### src/rtl/adc_regif_pkg.sv
package adc_regif_pkg;

    // Control word bit positions (software visible layout)
    localparam int CHF_LSB = 24;
    localparam int CHF_W   = 4;
    localparam int IE_BIT  = 21;
    localparam int REF_BIT = 19;
    localparam int ST_BIT  = 18;
    localparam int EN_BIT  = 17;
    localparam int SR_BIT  = 16;
    localparam int GO_BIT  = 13;
    localparam int DIV_LSB = 1;
    localparam int DIV_W   = 8;

    typedef enum logic [1:0] {
        SEQ_IDLE   = 2'd0,
        SEQ_STROBE = 2'd1,
        SEQ_BUSY   = 2'd2
    } seq_state_t;

    typedef struct packed {
        logic [CHF_W-1:0] chan;
        logic             ie;
        logic             refint;
        logic             en;
        logic             srst;
        logic [DIV_W-1:0] div;
    } ctrl_t;

endpackage

### src/rtl/adc_convclk.sv
module adc_convclk #(
    parameter int CNT_W = 8
) (
    input  logic             clk,
    input  logic             rst_n,
    input  logic             run,
    input  logic [CNT_W-1:0] div,
    output logic             conv_clk,
    output logic             tick
);

    logic [CNT_W-1:0] cnt_q;
    logic             clk_q;
    logic             wrap;

    assign wrap = (cnt_q >= div);

    always_ff @(posedge clk or negedge rst_n) begin
        if (!rst_n) begin
            cnt_q <= '0;
            clk_q <= 1'b0;
        end else if (!run) begin
            cnt_q <= '0;
            clk_q <= 1'b0;
        end else if (wrap) begin
            cnt_q <= '0;
            clk_q <= ~clk_q;
        end else begin
            cnt_q <= cnt_q + 1'b1;
        end
    end

    assign conv_clk = clk_q;
    // marks the edge on which the bit clock rises
    assign tick     = run && wrap && !clk_q;

endmodule

### src/rtl/adc_conv_model.sv
module adc_conv_model #(
    parameter int RES_W       = 10,
    parameter int NUM_CH      = 8,
    parameter int CONV_CYCLES = 12
) (
    input  logic                    clk,
    input  logic                    rst_n,
    input  logic                    abort,
    input  logic                    start,
    input  logic [$clog2(NUM_CH)-1:0] chan,
    input  logic                    tick,
    input  logic [NUM_CH*RES_W-1:0] codes,
    output logic                    done,
    output logic [RES_W-1:0]        data
);

    localparam int CH_SEL_W = $clog2(NUM_CH);
    localparam int CNT_W    = $clog2(CONV_CYCLES + 1);

    logic                active_q;
    logic [CNT_W-1:0]    cnt_q;
    logic [CH_SEL_W-1:0] ch_q;
    logic                done_q;
    logic [RES_W-1:0]    data_q;

    always_ff @(posedge clk or negedge rst_n) begin
        if (!rst_n) begin
            active_q <= 1'b0;
            cnt_q    <= '0;
            ch_q     <= '0;
            done_q   <= 1'b0;
            data_q   <= '0;
        end else if (abort) begin
            active_q <= 1'b0;
            cnt_q    <= '0;
            done_q   <= 1'b0;
        end else begin
            done_q <= 1'b0;
            if (start) begin
                active_q <= 1'b1;
                cnt_q    <= '0;
                ch_q     <= chan;
            end else if (active_q && tick) begin
                if (cnt_q == CNT_W'(CONV_CYCLES - 1)) begin
                    active_q <= 1'b0;
                    done_q   <= 1'b1;
                    data_q   <= codes[int'(ch_q)*RES_W +: RES_W];
                end else begin
                    cnt_q <= cnt_q + 1'b1;
                end
            end
        end
    end

    assign done = done_q;
    assign data = data_q;

    AST_DONE_SINGLE: assert property (@(posedge clk) disable iff (!rst_n)
        done |=> !done);
    AST_START_WHEN_IDLE: assert property (@(posedge clk) disable iff (!rst_n)
        start |-> !active_q);

endmodule

### src/rtl/adc_seq_fsm.sv
module adc_seq_fsm
    import adc_regif_pkg::*;
#(
    parameter int CH_SEL_W = 3
) (
    input  logic                clk,
    input  logic                rst_n,
    input  logic                clear,
    input  logic                go,
    input  logic [CH_SEL_W-1:0] chan_in,
    input  logic                conv_done,
    output logic                conv_start,
    output logic [CH_SEL_W-1:0] conv_chan,
    output logic                busy,
    output logic                capture
);

    seq_state_t          state_q, state_d;
    logic [CH_SEL_W-1:0] chan_q;

    always_comb begin
        state_d = state_q;
        unique case (state_q)
            SEQ_IDLE:   if (go) state_d = SEQ_STROBE;              // launch
            SEQ_STROBE: state_d = clear ? SEQ_IDLE : SEQ_BUSY;     // abort / issue
            SEQ_BUSY:   if (clear || conv_done) state_d = SEQ_IDLE; // abort / complete
            default:    state_d = SEQ_IDLE;
        endcase
    end

    always_ff @(posedge clk or negedge rst_n) begin
        if (!rst_n) state_q <= SEQ_IDLE;
        else        state_q <= state_d;
    end

    always_ff @(posedge clk or negedge rst_n) begin
        if (!rst_n)                          chan_q <= '0;
        else if (state_q == SEQ_IDLE && go)  chan_q <= chan_in;
    end

    always_comb begin
        conv_start = (state_q == SEQ_STROBE);
        busy       = (state_q != SEQ_IDLE);
        capture    = (state_q == SEQ_BUSY) && conv_done && !clear;
        conv_chan  = chan_q;
    end

    AST_STROBE_ONE_CYCLE: assert property (@(posedge clk) disable iff (!rst_n)
        conv_start |=> !conv_start);
    AST_CHAN_HELD: assert property (@(posedge clk) disable iff (!rst_n)
        (busy && $past(busy)) |-> $stable(conv_chan));
    AST_ABORT_IDLE: assert property (@(posedge clk) disable iff (!rst_n)
        (clear && busy) |=> !busy);

endmodule

### src/rtl/adc_regif_top.sv
module adc_regif_top
    import adc_regif_pkg::*;
#(
    parameter int RES_W       = 10,
    parameter int NUM_CH      = 8,
    parameter int CONV_CYCLES = 12,
    parameter int ADDR_W      = 3
) (
    input  logic                         clk,
    input  logic                         rst_n,
    input  logic                         bus_wr,
    input  logic [ADDR_W-1:0]            bus_addr,
    input  logic [31:0]                  bus_wdata,
    output logic [31:0]                  bus_rdata,
    output logic                         irq,
    output logic                         ref_internal,
    output logic                         conv_clk,
    output logic                         conv_start,
    output logic [$clog2(NUM_CH)-1:0]    conv_chan,
    input  logic [NUM_CH*RES_W-1:0]      ain_codes
);

    localparam int CH_SEL_W = $clog2(NUM_CH);

    ctrl_t            ctrl_q, wr_img;
    logic             status_q;
    logic [RES_W-1:0] data_q;
    logic             sel_data, wr_ctrl, wr_srst, go, clear;
    logic             busy, capture, tick, conv_done;
    logic [RES_W-1:0] conv_data;

    assign sel_data = bus_addr[2];
    assign wr_ctrl  = bus_wr && !sel_data;
    assign wr_srst  = wr_ctrl && bus_wdata[SR_BIT];
    assign clear    = !ctrl_q.en || ctrl_q.srst;
    assign go       = wr_ctrl && bus_wdata[GO_BIT] && bus_wdata[EN_BIT]
                      && !bus_wdata[SR_BIT] && !busy;

    always_comb begin
        wr_img        = '0;
        wr_img.chan   = bus_wdata[CHF_LSB +: CHF_W];
        wr_img.ie     = bus_wdata[IE_BIT];
        wr_img.refint = bus_wdata[REF_BIT];
        wr_img.en     = bus_wdata[EN_BIT];
        wr_img.div    = bus_wdata[DIV_LSB +: DIV_W];
    end

    adc_convclk #(.CNT_W(DIV_W)) u_clk (
        .clk      (clk),
        .rst_n    (rst_n),
        .run      (!clear),
        .div      (ctrl_q.div),
        .conv_clk (conv_clk),
        .tick     (tick)
    );

    adc_seq_fsm #(.CH_SEL_W(CH_SEL_W)) u_fsm (
        .clk        (clk),
        .rst_n      (rst_n),
        .clear      (clear),
        .go         (go),
        .chan_in    (wr_img.chan[CH_SEL_W-1:0]),
        .conv_done  (conv_done),
        .conv_start (conv_start),
        .conv_chan  (conv_chan),
        .busy       (busy),
        .capture    (capture)
    );

    adc_conv_model #(
        .RES_W       (RES_W),
        .NUM_CH      (NUM_CH),
        .CONV_CYCLES (CONV_CYCLES)
    ) u_model (
        .clk   (clk),
        .rst_n (rst_n),
        .abort (clear),
        .start (conv_start),
        .chan  (conv_chan),
        .tick  (tick),
        .codes (ain_codes),
        .done  (conv_done),
        .data  (conv_data)
    );

    always_ff @(posedge clk or negedge rst_n) begin
        if (!rst_n) begin
            ctrl_q   <= '0;
            status_q <= 1'b0;
            data_q   <= '0;
        end else if (wr_srst) begin
            ctrl_q      <= '0;
            ctrl_q.srst <= 1'b1;
            status_q    <= 1'b0;
            data_q      <= '0;
        end else begin
            if (wr_ctrl) ctrl_q <= wr_img;
            if (capture) begin
                status_q <= 1'b1;
                data_q   <= conv_data;
            end else if (wr_ctrl && bus_wdata[ST_BIT]) begin
                status_q <= 1'b0;
            end
        end
    end

    always_comb begin
        bus_rdata = '0;
        if (sel_data) begin
            bus_rdata[RES_W-1:0] = data_q;
        end else begin
            bus_rdata[CHF_LSB +: CHF_W] = ctrl_q.chan;
            bus_rdata[IE_BIT]           = ctrl_q.ie;
            bus_rdata[REF_BIT]          = ctrl_q.refint;
            bus_rdata[ST_BIT]           = status_q;
            bus_rdata[EN_BIT]           = ctrl_q.en;
            bus_rdata[SR_BIT]           = ctrl_q.srst;
            bus_rdata[GO_BIT]           = busy;
            bus_rdata[DIV_LSB +: DIV_W] = ctrl_q.div;
        end
    end

    assign irq          = status_q && ctrl_q.ie;
    assign ref_internal = ctrl_q.refint;

    logic unused_bits;
    assign unused_bits = ^{bus_addr[1:0], bus_wdata[31:28], bus_wdata[23:22],
                           bus_wdata[20], bus_wdata[15:14], bus_wdata[12:9],
                           bus_wdata[0], ctrl_q.chan[CHF_W-1:CH_SEL_W]};

    AST_CAPTURE_SETS: assert property (@(posedge clk) disable iff (!rst_n)
        (capture && !wr_srst) |=> (status_q && !busy && data_q == $past(conv_data)));
    AST_W1C_CLEARS: assert property (@(posedge clk) disable iff (!rst_n)
        (wr_ctrl && bus_wdata[ST_BIT] && !capture) |=> !status_q);
    AST_SRST_HOLDS: assert property (@(posedge clk) disable iff (!rst_n)
        ctrl_q.srst |-> (!status_q && data_q == '0 && !irq));
    AST_NO_START_OFF: assert property (@(posedge clk) disable iff (!rst_n)
        (wr_ctrl && bus_wdata[GO_BIT] && !bus_wdata[EN_BIT] && !busy) |=> !busy);

endmodule

### config.mk
export PLATFORM = sky130hd
export DESIGN_NAME = adc_regif_top
export DESIGN_NICKNAME = d
export VERILOG_FILES = /design/src/rtl/adc_regif_pkg.sv /design/src/rtl/adc_convclk.sv /design/src/rtl/adc_conv_model.sv /design/src/rtl/adc_seq_fsm.sv /design/src/rtl/adc_regif_top.sv
export SDC_FILE = /design/constraint.sdc
export NUM_CORES = 1
export LEC_CHECK = 0
export BUFFER_PORTS_ARGS = -buffer_cell sky130_fd_sc_hd__buf_4
export CORE_MARGIN = 4
export CORE_UTILIZATION = 52
export DETAILED_ROUTE_END_ITERATION = 7
export PLACE_DENSITY = 0.87
export SETUP_SLACK_MARGIN = 0.4
export SLEW_MARGIN = 0
export SYNTH_ARGS = -nofsm -noshare
export SYNTH_HDL_FRONTEND = slang
export SYNTH_SLANG_ARGS = --single-unit
### constraint.sdc
create_clock -name clk -period 5.1 [get_ports clk]
set_clock_uncertainty 0.1 [all_clocks]
set_input_delay 0.51 -clock clk [delete_from_list [all_inputs] [get_ports clk]]
set_output_delay 0.51 -clock clk [all_outputs]
set_load 0.02 [all_outputs]
After elaboration in Yosys (flattened, before gate mapping)
Cells that the tools add are included.

storage, ports and cells
  flip-flop bits (word level) = 60

cells by class
  $lt $le $gt $ge = 1
  multiply operators = 1
  multiplexer cells = 34
  reductions and logical operators = 35
  bitwise gates (word level) = 3
  eq/ne operators = 6
  $add $sub $neg = 2
  shifts and indexed selects = 1

operators by type and width
  kind                 count
  $shiftx 80x32->10    1
  $mux 16              2
  $mux 4               6
  $mux 8               3
  $mux 10              2
  $mux 1               17
  $logic_and 1x1->1    14
  $reduce_bool 3->1    3
  $add 8x1->8 const B  1
  $ge 8x8->1           1
  $reduce_and 2->1     4
  $reduce_bool 2->1    4
  $logic_not 1->1      6
  $mul 3x3->6 const B  1
  $mux 2               3
  $pmux 2 s3           1
  $add 4x1->4 const B  1
  $eq 4x4->1 const B   1
  $ne 2x1->1 const B   2
  $reduce_and 4->1     1
  $ne 3x3->1 const B   1
  $not 1->1            3
  $eq 2x1->1 const B   1
  $eq 2x2->1 const B   1
  2 further kinds      3

Longest topological paths before layout
Gate-level depths: netlist of the first run.

  depth in word-level cells = 9
  gate-level depth with buffers = 9

By module
Synthesis of the first run repeated with hierarchy kept, for this count alone.

second synthesis, totals
  cells, all modules = 320
  area total of the unflattened synthesis = 3767.4 um^2

by module, submodules not included
  module          area an instance (um^2)  times used  sequential area each (um^2)  cells each
  adc_conv_model  1455.1                   1           475.5                        93
  adc_regif_top   1415.1                   1           675.6                        145
  adc_convclk     676.9                    1           225.2                        68
  adc_seq_fsm     220.2                    1           125.1                        14

Worst setup path before layout of the first run
OpenSTA, ideal clock, no wires.

  path kind = register to register
  start point = register u_clk.cnt_q[0]
  end point = register u_model.data_q[1] (netlist: u_model.data[1])
  slack = 2972 ps
  clock period less this slack = 2128 ps
  setup time = 125 ps
  arrival = 1903 ps
  path buffers = 1
  stages on the path, launching flop included = 9
  cells stage by stage = dfrtp_1 > inv_1 > ha_1 > nand2b_1 > a2111oi_2 > o41ai_2 > nand3_1 > buf_4 > mux2_2

on the way
  longest elaborated chain between the ends = 5

RTL lines
  item                               RTL line              text
  start: declaration                 adc_convclk.sv:12     logic [CNT_W-1:0] cnt_q;
  start signal: assignment           adc_convclk.sv:29     cnt_q <= cnt_q + 1'b1;
  $ge 8x8->1                         adc_convclk.sv:16     assign wrap = (cnt_q >= div);
  $logic_and 1x1->1 (2 in a row)     adc_convclk.sv:35     assign tick = run && wrap && !clk_q;
  $logic_and 1x1->1                  adc_conv_model.sv:43  end else if (active_q && tick) begin
  $reduce_and 4->1 (no source line)  n/a
  end signal: assignment             adc_conv_model.sv:47  data_q <= codes[int'(ch_q)*RES_W +: RES_W];
  end: declaration                   adc_conv_model.sv:24  logic [RES_W-1:0] data_q;

No other way between the ends.
A chain may end at the register's enable or synchronous reset.

Final worst setup path of the first run
  start point = register u_clk.cnt_q[0]
  end point = register u_model.data_q[7] (netlist: u_model.data[7])

Same word-level chain as after synthesis.

==> results of run 1 <==
-- per-layer routing --
layer | share of wire, % | vias to the layer above
li1 | - | 1350
met5 | 0 | -
met1 | 42 | 1345
met3 | 9.0 | 11
met2 | 48 | 146
met4 | 1.5 | 0
-- final cells by class --
cell class                      count  share of cell area [%]
Multi-Input combinational cell    225                    40.6
Clock inverter                      2                   0.215
Sequential cell                    60                    32.2
Timing Repair Buffer              128                    20.6
Inverter                           12                   0.965
Tap cell                           77                    2.06
Clock buffer                       13                    3.41
-- power by group through the flow --
stage,clock (W),combinational (W),sequential (W)
2_1_floorplan,0,0.000155,0.000532
3_3_place_gp,0,0.000245,0.000539
3_5_place_dp,0,0.000249,0.000541
4_1_cts,0.000377,0.000250,0.000533
5_1_grt,0.000394,0.000271,0.000537
6_report,0.000366,0.000248,0.000533
-- Yosys cell counts, types with 2 or more instances --
cell / count
mux2_2: 27
nor2_1: 17
nand2b_1: 13
o21ai_0: 23
buf_6: 3
nand2_1: 24
a21oi_1: 7
a22o_1: 10
mux4_2: 7
xnor2_1: 2
and2_1: 4
mux4_1: 13
xor2_1: 5
inv_1: 12
buf_4: 13
nand3_1: 9
a21oi_2: 2
ha_1: 10
nand3b_1: 8
nor2b_1: 12
and3_1: 5
dfrtp_1: 60
o21a_1: 2
nand4_1: 2
clkbuf_1: 12
-- cell families after synthesis --
kind of cell    count (synthesis)
xor+xnor                        7
simple gates                   99
fa+ha+maj                      10
compound gates                 49
buf+inv                        41
mux                            48
flops                          60
other cells                     1
-- state kept, by name, indices dropped and copies added (netlist names) --
register          flops
u_model.data         10
u_fsm.state_q         2
u_fsm.conv_chan       3
data_q               10
status_q              1
ref_internal          1
u_clk.conv_clk        1
ctrl_q               15
u_model.done          1
u_model.cnt_q         4
u_model.ch_q          3
u_model.active_q      1
u_clk.cnt_q           8
-- final timing paths --
kind / from / cells after the start / slack [ns] / end
max reg2reg: u_clk.cnt_q[0]$_DFF_PN0_ / 7 / 2.05 / u_model.data[7]$_DFFE_PN0P_
min reg2reg: ctrl_q[15]$_DFFE_PN0P_ / 2 / 0.37 / ctrl_q[15]$_DFFE_PN0P_
max in group asynchronous: rst_n / 1 / 4.27 / u_model.cnt_q[1]$_DFFE_PN0P_
max: u_clk.cnt_q[0]$_DFF_PN0_ / 7 / 2.05 / u_model.data[7]$_DFFE_PN0P_
min: rst_n / 1 / 0.14 / ctrl_q[11]$_DFFE_PN0P_
min in group clk: bus_wdata[8] / 3 / 0.33 / ctrl_q[7]$_DFFE_PN0P_
-- through the flow --
stage	utilization [%]	hold slack, ns	setup WS (ns)	total power [W]	cell area, sq um
floorplan	-	0.114	2.97	0.000687	3620
global placement	68.9	0.356	2.17	0.000784	4500
detailed placement	68.9	0.364	2.10	0.000790	4500
CTS	71.4	0.159	2.08	0.00116	4670
global route	71.4	0.205	1.79	0.00120	4670
finish	71.4	0.142	2.05	0.00115	4670
-- worst max-delay path, cell delays in order (launching register included) --
cell and delay, ns:
dfrtp_1 0.45, inv_1 0.07, ha_1 0.26, nand2b_1 0.11, a2111oi_2 0.07, o41ai_2 0.77
nand3_1 0.64, mux2_2 0.46
-- cells in the final DEF (no fill, tap or decap), drive strengths merged, types with 2 or more instances in the layout --
cell    instances
conb           12
mux2           27
nand3b          8
nor2           17
ha             10
nor3b           2
buf           128
a22o           10
inv            12
mux4           20
o21a            2
and2            4
xor2            5
xnor2           2
nand2          24
a21oi           9
nand3           9
clkbuf         13
nand2b         13
nand4           2
and3            5
nor2b          12
dfrtp          60
o21ai          23
clkinv          2
==> impl_metrics.yaml, run 1 <==
power:
  power_density_nw_per_um2: 246
  ir_drop_mv: 0.107
  p_int_w: 0.000844
  pwr-share-seq_pct: 46.5
  switching_power_w: 0.000303
  switching_share_pct: 26.4
  p_leak_nw: 2.27
  combPwrFrac_pct: 21.6
  power_frac_clock_pct: 31.9
yosys:
  async_flop_share_pct: 100
  synth_top_area_share_pct: 41.9
  synth_cell_types: 38
  synth_seq_cells: 60
  synth-simple-area-share_pct: 14.6
  synthMuxAreaShare_pct: 22.7
  syn_area_sq_um: 3580
  synth_area_leaders: "dfrtp_1 42%, mux4_1 9.5%, mux2_2 8.5%"
  synth_compound_area_share_pct: 9.12
  ys.flop_type: "dfrtp_1"
  yosys.area.top_type: "dfrtp_1"
  synth_edf_count: 0
  synth-xor-area-share_pct: 1.71
  syn_area_per_cell_sq_um: 11.4
  ys_warn_count: 0
  ys_seq_area_share_pct: 41.9
  synth_top_family_by_area: "multiplexers"
  yosys.area_share.adder_pct: 3.50
  netlist_instances: 315
routing:
  via_per_inst: 5.52
  drtIter0Drc: 94
  avgRoutedWirePerCell_microns: 15.7
  firstDrtPassIters: 4
  routed-via-count: 2852
  ant_nets: 0
  drcViolationCount: 0
  drt-total-wl_microns: 8110
timing:
  setup_tns_ns: 0
  hold_viol: 0
  grt_setup_unrepaired: "no"
  slew_viol_final: 0
  min_period_ns: 3.05
  post-route-period-util_pct: 59.9
  finalSetupViolations: 0
  max-slew-margin-rel_pct: 28.4
  max_freq_mhz: 327
  tightest_slew_ns: 1.07
global_routing:
  grt_util_met2_pct: 32.9
  grt_pass1_wl_microns: 13500
  met3_usage_pct: 6.12
  grt_pass1_vias: 2919
  antenna_found_initial: 0
  use_met1_pct: 25.0
  grt_max_degree: 61
  grt_use_total_pct: 20.0
  grt_most_used_layer: "met2"
  grt.overflow.total: 0
cells_and_area:
  fill_cells: 455
  finalNetCount: 564
  syn_to_final_growth_pct: 30.3
  regArea_sq_um: 1500
  multi_input_area_sq_um: 1890
  instances_no_fill: 517
  drive_gt1_share_pct: 41.1
  num_antenna_cells: 0
clock_tree:
  ctsResizeCount: 0
  cts_setup_buffers: 0
  hold_buffers: 0
  clk_pin_slew_worst_paths_ns: 0.06
  cts_root_buf: "clkbuf_8"
  cts_tree: "done"
  cts_buffers: 9
  clock_sinks: 60
  cts_buffer_depth: 2
  clock_latency_ns: 0.33
  htree_levels: 3
floorplan:
  die_h_microns: 91.0
  core_area_sq_um: 6530
  ioPinCount: 157
  initial_core_util_pct: 54.8
  rows: 29
  die-area_sq_um: 8280
  die_x_microns: 91.0
outcome:
  status: "finished, final reports clean"
hold_path:
  hp-class: "in -> async"
flow_run:
  drv_cap: 0
worst_setup_path:
  critPathKind: "reg -> reg"
  required_ns: 5.21
  arrival_ns: 3.16
  cp_max_fo: 11
  startpoint_type: "flop"
  crit_path_end_kind: "flop"
placed_design:
  portBuffers: 128
  dp.cells: 502
  routabilityCongestion: 0.802
  dp_hpwl_microns: 6410
No activity file was read; power rests on OpenSTA's default activity.
==> run 2, diff against run 1 <==
--- a/config.mk
+++ b/config.mk
@@ -5,11 +5,12 @@
 export SDC_FILE = /design/constraint.sdc
 export NUM_CORES = 1
 export LEC_CHECK = 0
+export ABC_AREA = 1
 export BUFFER_PORTS_ARGS = -buffer_cell sky130_fd_sc_hd__buf_4
 export CORE_MARGIN = 4
-export CORE_UTILIZATION = 52
+export CORE_UTILIZATION = 44
 export DETAILED_ROUTE_END_ITERATION = 7
-export PLACE_DENSITY = 0.87
+export PLACE_DENSITY = 0.78
 export SETUP_SLACK_MARGIN = 0.4
 export SLEW_MARGIN = 0
 export SYNTH_ARGS = -nofsm -noshare
==> constraint.sdc (replaced) <==
create_clock -name clk -period 2.8 [get_ports clk]
set_clock_uncertainty 0.1 [all_clocks]
set_input_delay 0.28 -clock clk [delete_from_list [all_inputs] [get_ports clk]]
set_output_delay 0.28 -clock clk [all_outputs]
set_load 0.02 [all_outputs]
==> impl_metrics.yaml, run 2 <==
yosys:
  synth-simple-area-share_pct: 22.9
  synth_top_family_by_area: "simple AND/OR/NAND/NOR gates"
  synth_top_area_share_pct: 41.2
  yosys.area.top_type: "dfrtp_1"
  synth_compound_area_share_pct: 19.3
  syn_area_per_cell_sq_um: 7.45
  yosys.area_share.adder_pct: 3.43
  synth_cell_types: 35
  ys_warn_count: 0
  ys.flop_type: "dfrtp_1"
  ys_seq_area_share_pct: 41.2
  synth_most_common_cell: "nand2_1"
  synth_seq_cells: 60
  netlist_instances: 489
  synth-xor-area-share_pct: 0.961
  synth_area_leaders: "dfrtp_1 41%, nand2_1 12%, inv_1 6.1%"
  synth_edf_count: 0
  synthMuxAreaShare_pct: 0
  async_flop_share_pct: 100
  syn_area_sq_um: 3640
  synthTopCellsByCount: "113 x nand2_1, 60 x dfrtp_1, 59 x inv_1"
clock_tree:
  cts_tree: "done"
  clock_sinks: 60
  cts_root_buf: "clkbuf_8"
  cts_buffers: 9
  clock_latency_ns: 0.34
  clk_pin_slew_worst_paths_ns: 0.07
  cts_buffer_depth: 2
  htree_levels: 3
  ctsResizeCount: 0
cells_and_area:
  fin_util_pct: 61.1
  layout_commonest_cell: "buf_4"
  multi_input_area_sq_um: 1740
  syn_to_final_growth_pct: 32.2
  finalNetCount: 737
  fill_cells: 734
  drive_gt1_share_pct: 27.9
  regArea_sq_um: 1500
  top_register: "ctrl_q"
  num_antenna_cells: 0
  largest_reg_flops: 15
  final_cell_mix: "132 x buf_4, 113 x nand2_1, 60 x dfrtp_1, 59 x inv_1, 49 x nor2_1"
  instances_no_fill: 716
routing:
  avgRoutedWirePerCell_microns: 14.1
  firstDrtPassIters: 5
  routed-via-count: 3627
  drt-total-wl_microns: 10100
  via_per_inst: 5.07
  ant_nets: 0
  drtIter0Drc: 197
  drcViolationCount: 0
worst_setup_path:
  cp_max_fo: 21
  startpoint_type: "flop"
  r2r_cells: 10
  crit_path_end_kind: "flop"
  arrival_ns: 2.35
  critPathKind: "reg -> reg"
  required_ns: 2.97
hold_path:
  whs_path_depth: 3
  hp-class: "in -> reg"
timing:
  finalSetupViolations: 0
  grt_setup_unrepaired: "no"
  fin_hold_ws_ns: 0.0484
  setup_tns_ns: 0
  post-route-period-util_pct: 78.1
  max_freq_mhz: 457
  max-slew-margin-rel_pct: 51.2
  tightest_slew_ns: 0.733
  hold_viol: 0
  slew_viol_final: 0
  finalWorstSetupSlack_ns: 0.613
  min_period_ns: 2.19
floorplan:
  die_x_microns: 99.0
  ioPinCount: 157
  die-area_sq_um: 9800
  die_h_microns: 99.0
  rows: 32
  core_area_sq_um: 7890
  initial_core_util_pct: 46.2
power:
  p_int_w: 0.00167
  pwr-share-seq_pct: 38.1
  switching_share_pct: 32.9
  power_density_nw_per_um2: 517
  ir_drop_mv: 0.398
  p_leak_nw: 2.59
  switching_power_w: 0.000819
  combPwrFrac_pct: 30.2
  power_frac_clock_pct: 31.7
global_routing:
  grt_use_total_pct: 21.0
  grt.overflow.total: 0
  grt_pass1_wl_microns: 16700
  antenna_found_initial: 0
  grt_max_degree: 61
  grt_pass1_vias: 3634
placed_design:
  dp_hpwl_microns: 7710
  dp_slack_ns: 0.643
  routabilityCongestion: 0.847
  dp.cells: 699
  portBuffers: 128
flow_run:
  drv_cap: 0
outcome:
  status: "finished, final reports clean"
-- run 2: power groups by stage --
| stage | clock [W] | combinational [W] | sequential (W) |
|---|---|---|---|
| 6_report | 0.000789 | 0.000751 | 0.000949 |
| 5_1_grt | 0.000848 | 0.000848 | 0.000954 |
| 4_1_cts | 0.000804 | 0.000750 | 0.000949 |
| 3_5_place_dp | 0 | 0.000747 | 0.000964 |
| 3_3_place_gp | 0 | 0.000729 | 0.000963 |
| 2_1_floorplan | 0 | 0.000469 | 0.000974 |
-- run 2: worst paths after layout --
check / from / endpoint / slack [ns]
max reg2reg: ctrl_q[7]$_DFFE_PN0P_ / u_model.data[7]$_DFFE_PN0P_ / 0.61
min: bus_wdata[4] / ctrl_q[3]$_DFFE_PN0P_ / 0.05
min in group asynchronous: rst_n / data_q[6]$_DFFE_PN0P_ / 0.45
min reg2reg: u_clk.cnt_q[0]$_DFF_PN0_ / u_clk.cnt_q[0]$_DFF_PN0_ / 0.36
max: ctrl_q[7]$_DFFE_PN0P_ / u_model.data[7]$_DFFE_PN0P_ / 0.61
max in group asynchronous: rst_n / u_fsm.conv_chan[0]$_DFFE_PN0P_ / 1.66
-- run 2: logic make-up after synthesis --
kind of cell	Yosys count
xor+xnor	4
flops	60
compound gates	118
simple gates	197
buf+inv	99
other cells	1
fa+ha+maj	10
-- run 2: worst max-delay path, cell delays in order, from the launching register on --
cell and delay [ns]:
dfrtp_1 0.35, inv_1 0.07, ha_1 0.29, nand2_1 0.09, nor2_2 0.17, nand4_2 0.12, nand3_2 0.12, nand3_2 0.12
nor2_4 0.45, nand2_1 0.15, o21ai_2 0.08
-- run 2: what timing repair did --
| action | in CTS | in global routing |
|---|---|---|
| endpoints found under the hold margin | 60 | 0 |
| hold buffers | 1 | 0 |
| setup buffers | 0 | 0 |
-- run 2: routing by layer --
layer	up-vias	share of wire [%]	global-route usage, %
met3	18	6.7	5.17
met2	131	48	34.6
li1	1805	-	-
met5	-	0	0
met4	0	1.9	6.83
met1	1673	43	27.1
-- run 2: cell type report --
type | count | share of cell area (%)
tap | 102 | 2.65
sequential | 60 | 31.2
clock buffer | 12 | 3.22
timing repair buffer | 133 | 20.8
inverter | 64 | 4.99
multi-input combinational | 341 | 36.2
clock inverter | 4 | 0.987
-- run 2: per-stage QoR --
stage / total power [W] / area [sq um]
CTS: 0.00250 / 4820
global route: 0.00265 / 4820
global placement: 0.00169 / 4600
finish: 0.00249 / 4820
floorplan: 0.00144 / 3690
detailed placement: 0.00171 / 4600
==> run 3, diff against run 2 <==
--- a/config.mk
+++ b/config.mk
@@ -8,9 +8,9 @@
 export ABC_AREA = 1
 export BUFFER_PORTS_ARGS = -buffer_cell sky130_fd_sc_hd__buf_4
 export CORE_MARGIN = 4
-export CORE_UTILIZATION = 44
+export CORE_UTILIZATION = 48
 export DETAILED_ROUTE_END_ITERATION = 7
-export PLACE_DENSITY = 0.78
+export PLACE_DENSITY = 0.81
 export SETUP_SLACK_MARGIN = 0.4
 export SLEW_MARGIN = 0
 export SYNTH_ARGS = -nofsm -noshare
==> constraint.sdc (replaced) <==
create_clock -name clk -period 2.25 [get_ports clk]
set_clock_uncertainty 0.1 [all_clocks]
set_input_delay 0.225 -clock clk [delete_from_list [all_inputs] [get_ports clk]]
set_output_delay 0.225 -clock clk [all_outputs]
set_load 0.02 [all_outputs]
==> impl_metrics.yaml, run 3 (synthesized netlist as in run 2, its figures left out) <==
power:
  p_int_w: 0.00202
  power_frac_clock_pct: 27.2
  combPwrFrac_pct: 34.6
  switching_power_w: 0.00109
  pwr-share-seq_pct: 38.2
  power_density_nw_per_um2: 581
  p_leak_nw: 2.80
  switching_share_pct: 35.0
  ir_drop_mv: 0.407
clock_tree:
  clock_latency_ns: 0.34
  clk_pin_slew_worst_paths_ns: 0.07
  clock_sinks: 60
  cts_buffer_depth: 2
  cts_root_buf: "clkbuf_8"
  cts_tree: "done"
  htree_levels: 3
  cts_buffers: 9
flow_run:
  drv_cap: 0
global_routing:
  antenna_found_initial: 0
  grt.overflow.total: 0
  grt_use_total_pct: 24.8
  grt_pass1_wl_microns: 17400
  grt_most_used_layer: "met2"
  use_met1_pct: 31.1
  met3_usage_pct: 3.79
  grt_pass1_vias: 3853
  grt_util_met2_pct: 43.0
  grt_max_degree: 61
cells_and_area:
  multi_input_area_sq_um: 1880
  instances_no_fill: 755
  syn_to_final_growth_pct: 46.7
  largest_reg_flops: 15
  top_register: "ctrl_q"
  drive_gt1_share_pct: 34.6
  layout_commonest_cell: "buf_4"
  num_antenna_cells: 0
  final_cell_mix: "155 x buf_4, 104 x nand2_1, 60 x dfrtp_1, 53 x inv_1, 47 x nor2_1"
  regArea_sq_um: 1500
  fin_util_pct: 72.9
  finalNetCount: 779
  fill_cells: 510
routing:
  avgRoutedWirePerCell_microns: 15.2
  drcViolationCount: 0
  drt-total-wl_microns: 11500
  drtIter0Drc: 238
  firstDrtPassIters: 5
  routed-via-count: 3941
  ant_nets: 0
  via_per_inst: 5.22
timing:
  min_period_ns: 2.08
  slew_viol_final: 0
  hold_viol: 0
  finalSetupViolations: 0
  grt_setup_unrepaired: "yes"
  post-route-period-util_pct: 92.2
  max-slew-margin-rel_pct: 50.0
  max_freq_mhz: 482
  setup_tns_ns: 0
  tightest_slew_ns: 0.750
worst_setup_path:
  startpoint_type: "flop"
  r2r_slack_ns: 0.17
  crit_path_end_kind: "flop"
  cp_max_fo: 5
  cp-startpoint: "u_clk.cnt_q[3]$_DFF_PN0_"
  critPathKind: "reg -> reg"
  arrival_ns: 2.20
  timing.rr.start: "u_clk.cnt_q[3]$_DFF_PN0_"
  required_ns: 2.37
placed_design:
  portBuffers: 128
  dp.cells: 701
  dp_hpwl_microns: 7650
  routabilityCongestion: 0.892
floorplan:
  initial_core_util_pct: 49.7
  core_area_sq_um: 7330
  ioPinCount: 157
  die_x_microns: 95.1
  die-area_sq_um: 9050
  die_h_microns: 95.1
  rows: 31
hold_path:
  holdCritStartpoint: "bus_wdata[7]"
  hp-class: "in -> reg"
outcome:
  status: "finished, final reports clean"
## run 3: changes by cell type in the layout (fill, tap and decap cells not counted), moves of 3 or more
cell,delta
buf_4,+23
dlygate4sd3_1,+12
nand2_1,-9
nand2_2,+8
inv_2,+7
inv_1,-6
ha_1,-5
ha_4,+5
buf_6,+3
## run 3: worst max-delay path, cell delays in order, from the launching register on
cell and delay, ns:
dfrtp_1 0.41, ha_1 0.35, nand2_2 0.08, inv_2 0.09
nand2_1 0.06, nand2_1 0.06, nand2_2 0.07, nand3_4 0.10
nand3_4 0.08, nor2_4 0.19, buf_6 0.15, clkbuf_16 0.14
o21ai_2 0.04
## run 3: power by group through the flow
stage          combinational (W)  clock (W)  sequential [W]
3_5_place_dp            0.000941          0         0.00120
4_1_cts                  0.00100   0.000856         0.00118
2_1_floorplan           0.000584          0         0.00121
3_3_place_gp            0.000919          0         0.00120
6_report                 0.00107   0.000845         0.00118
5_1_grt                  0.00119   0.000907         0.00119
## run 3: metal layers
| metal | wire length, microns | vias to the layer above | share of wire [%] |
|---|---|---|---|
| li1 | - | 1895 | - |
| met1 | 4600 | 1839 | 40 |
| met2 | 5720 | 179 | 50 |
| met4 | 325 | 0 | 2.8 |
| met5 | 0 | - | 0 |
| met3 | 809 | 28 | 7.1 |
## run 3: worst paths after layout
check | cells after the start | to
setup / recovery | 12 | u_model.data[9]$_DFFE_PN0P_
hold / removal | 3 | ctrl_q[6]$_DFFE_PN0P_
setup reg to reg | 12 | u_model.data[9]$_DFFE_PN0P_
hold reg to reg | 1 | u_clk.cnt_q[0]$_DFF_PN0_
max in group asynchronous | 2 | ctrl_q[6]$_DFFE_PN0P_
min in group asynchronous | 2 | data_q[1]$_DFFE_PN0P_
## run 3: final cells by class
type                       count  share of cell area (%)
tap                           99                    2.32
sequential                    60                    28.1
clock buffer                  11                    2.64
clock inverter                 5                   0.515
multi-input combinational    341                    35.2
timing repair buffer         175                    26.7
inverter                      64                    4.49
## run 3: stage by stage
step	total power, W	worst slack (ns)	cell area (sq um)	hold WS [ns]
6_report	0.00310	0.175	5350	0.00849
5_1_grt	0.00329	0.0882	5350	0.0178
4_1_cts	0.00304	0.365	5190	0.00116
3_5_place_dp	0.00214	0.350	4650	0.239
3_3_place_gp	0.00212	0.406	4650	0.232
2_1_floorplan	0.00180	0.556	3690	-0.171
## run 3: repair_timing
item,in CTS,in global routing
setup endpoints to repair,15,26
resized for setup,18,21
pin swaps,0,12
hold buffers,13,0
hold endpoints to repair,72,0
gates cloned,2,1
buffers inserted,14,8
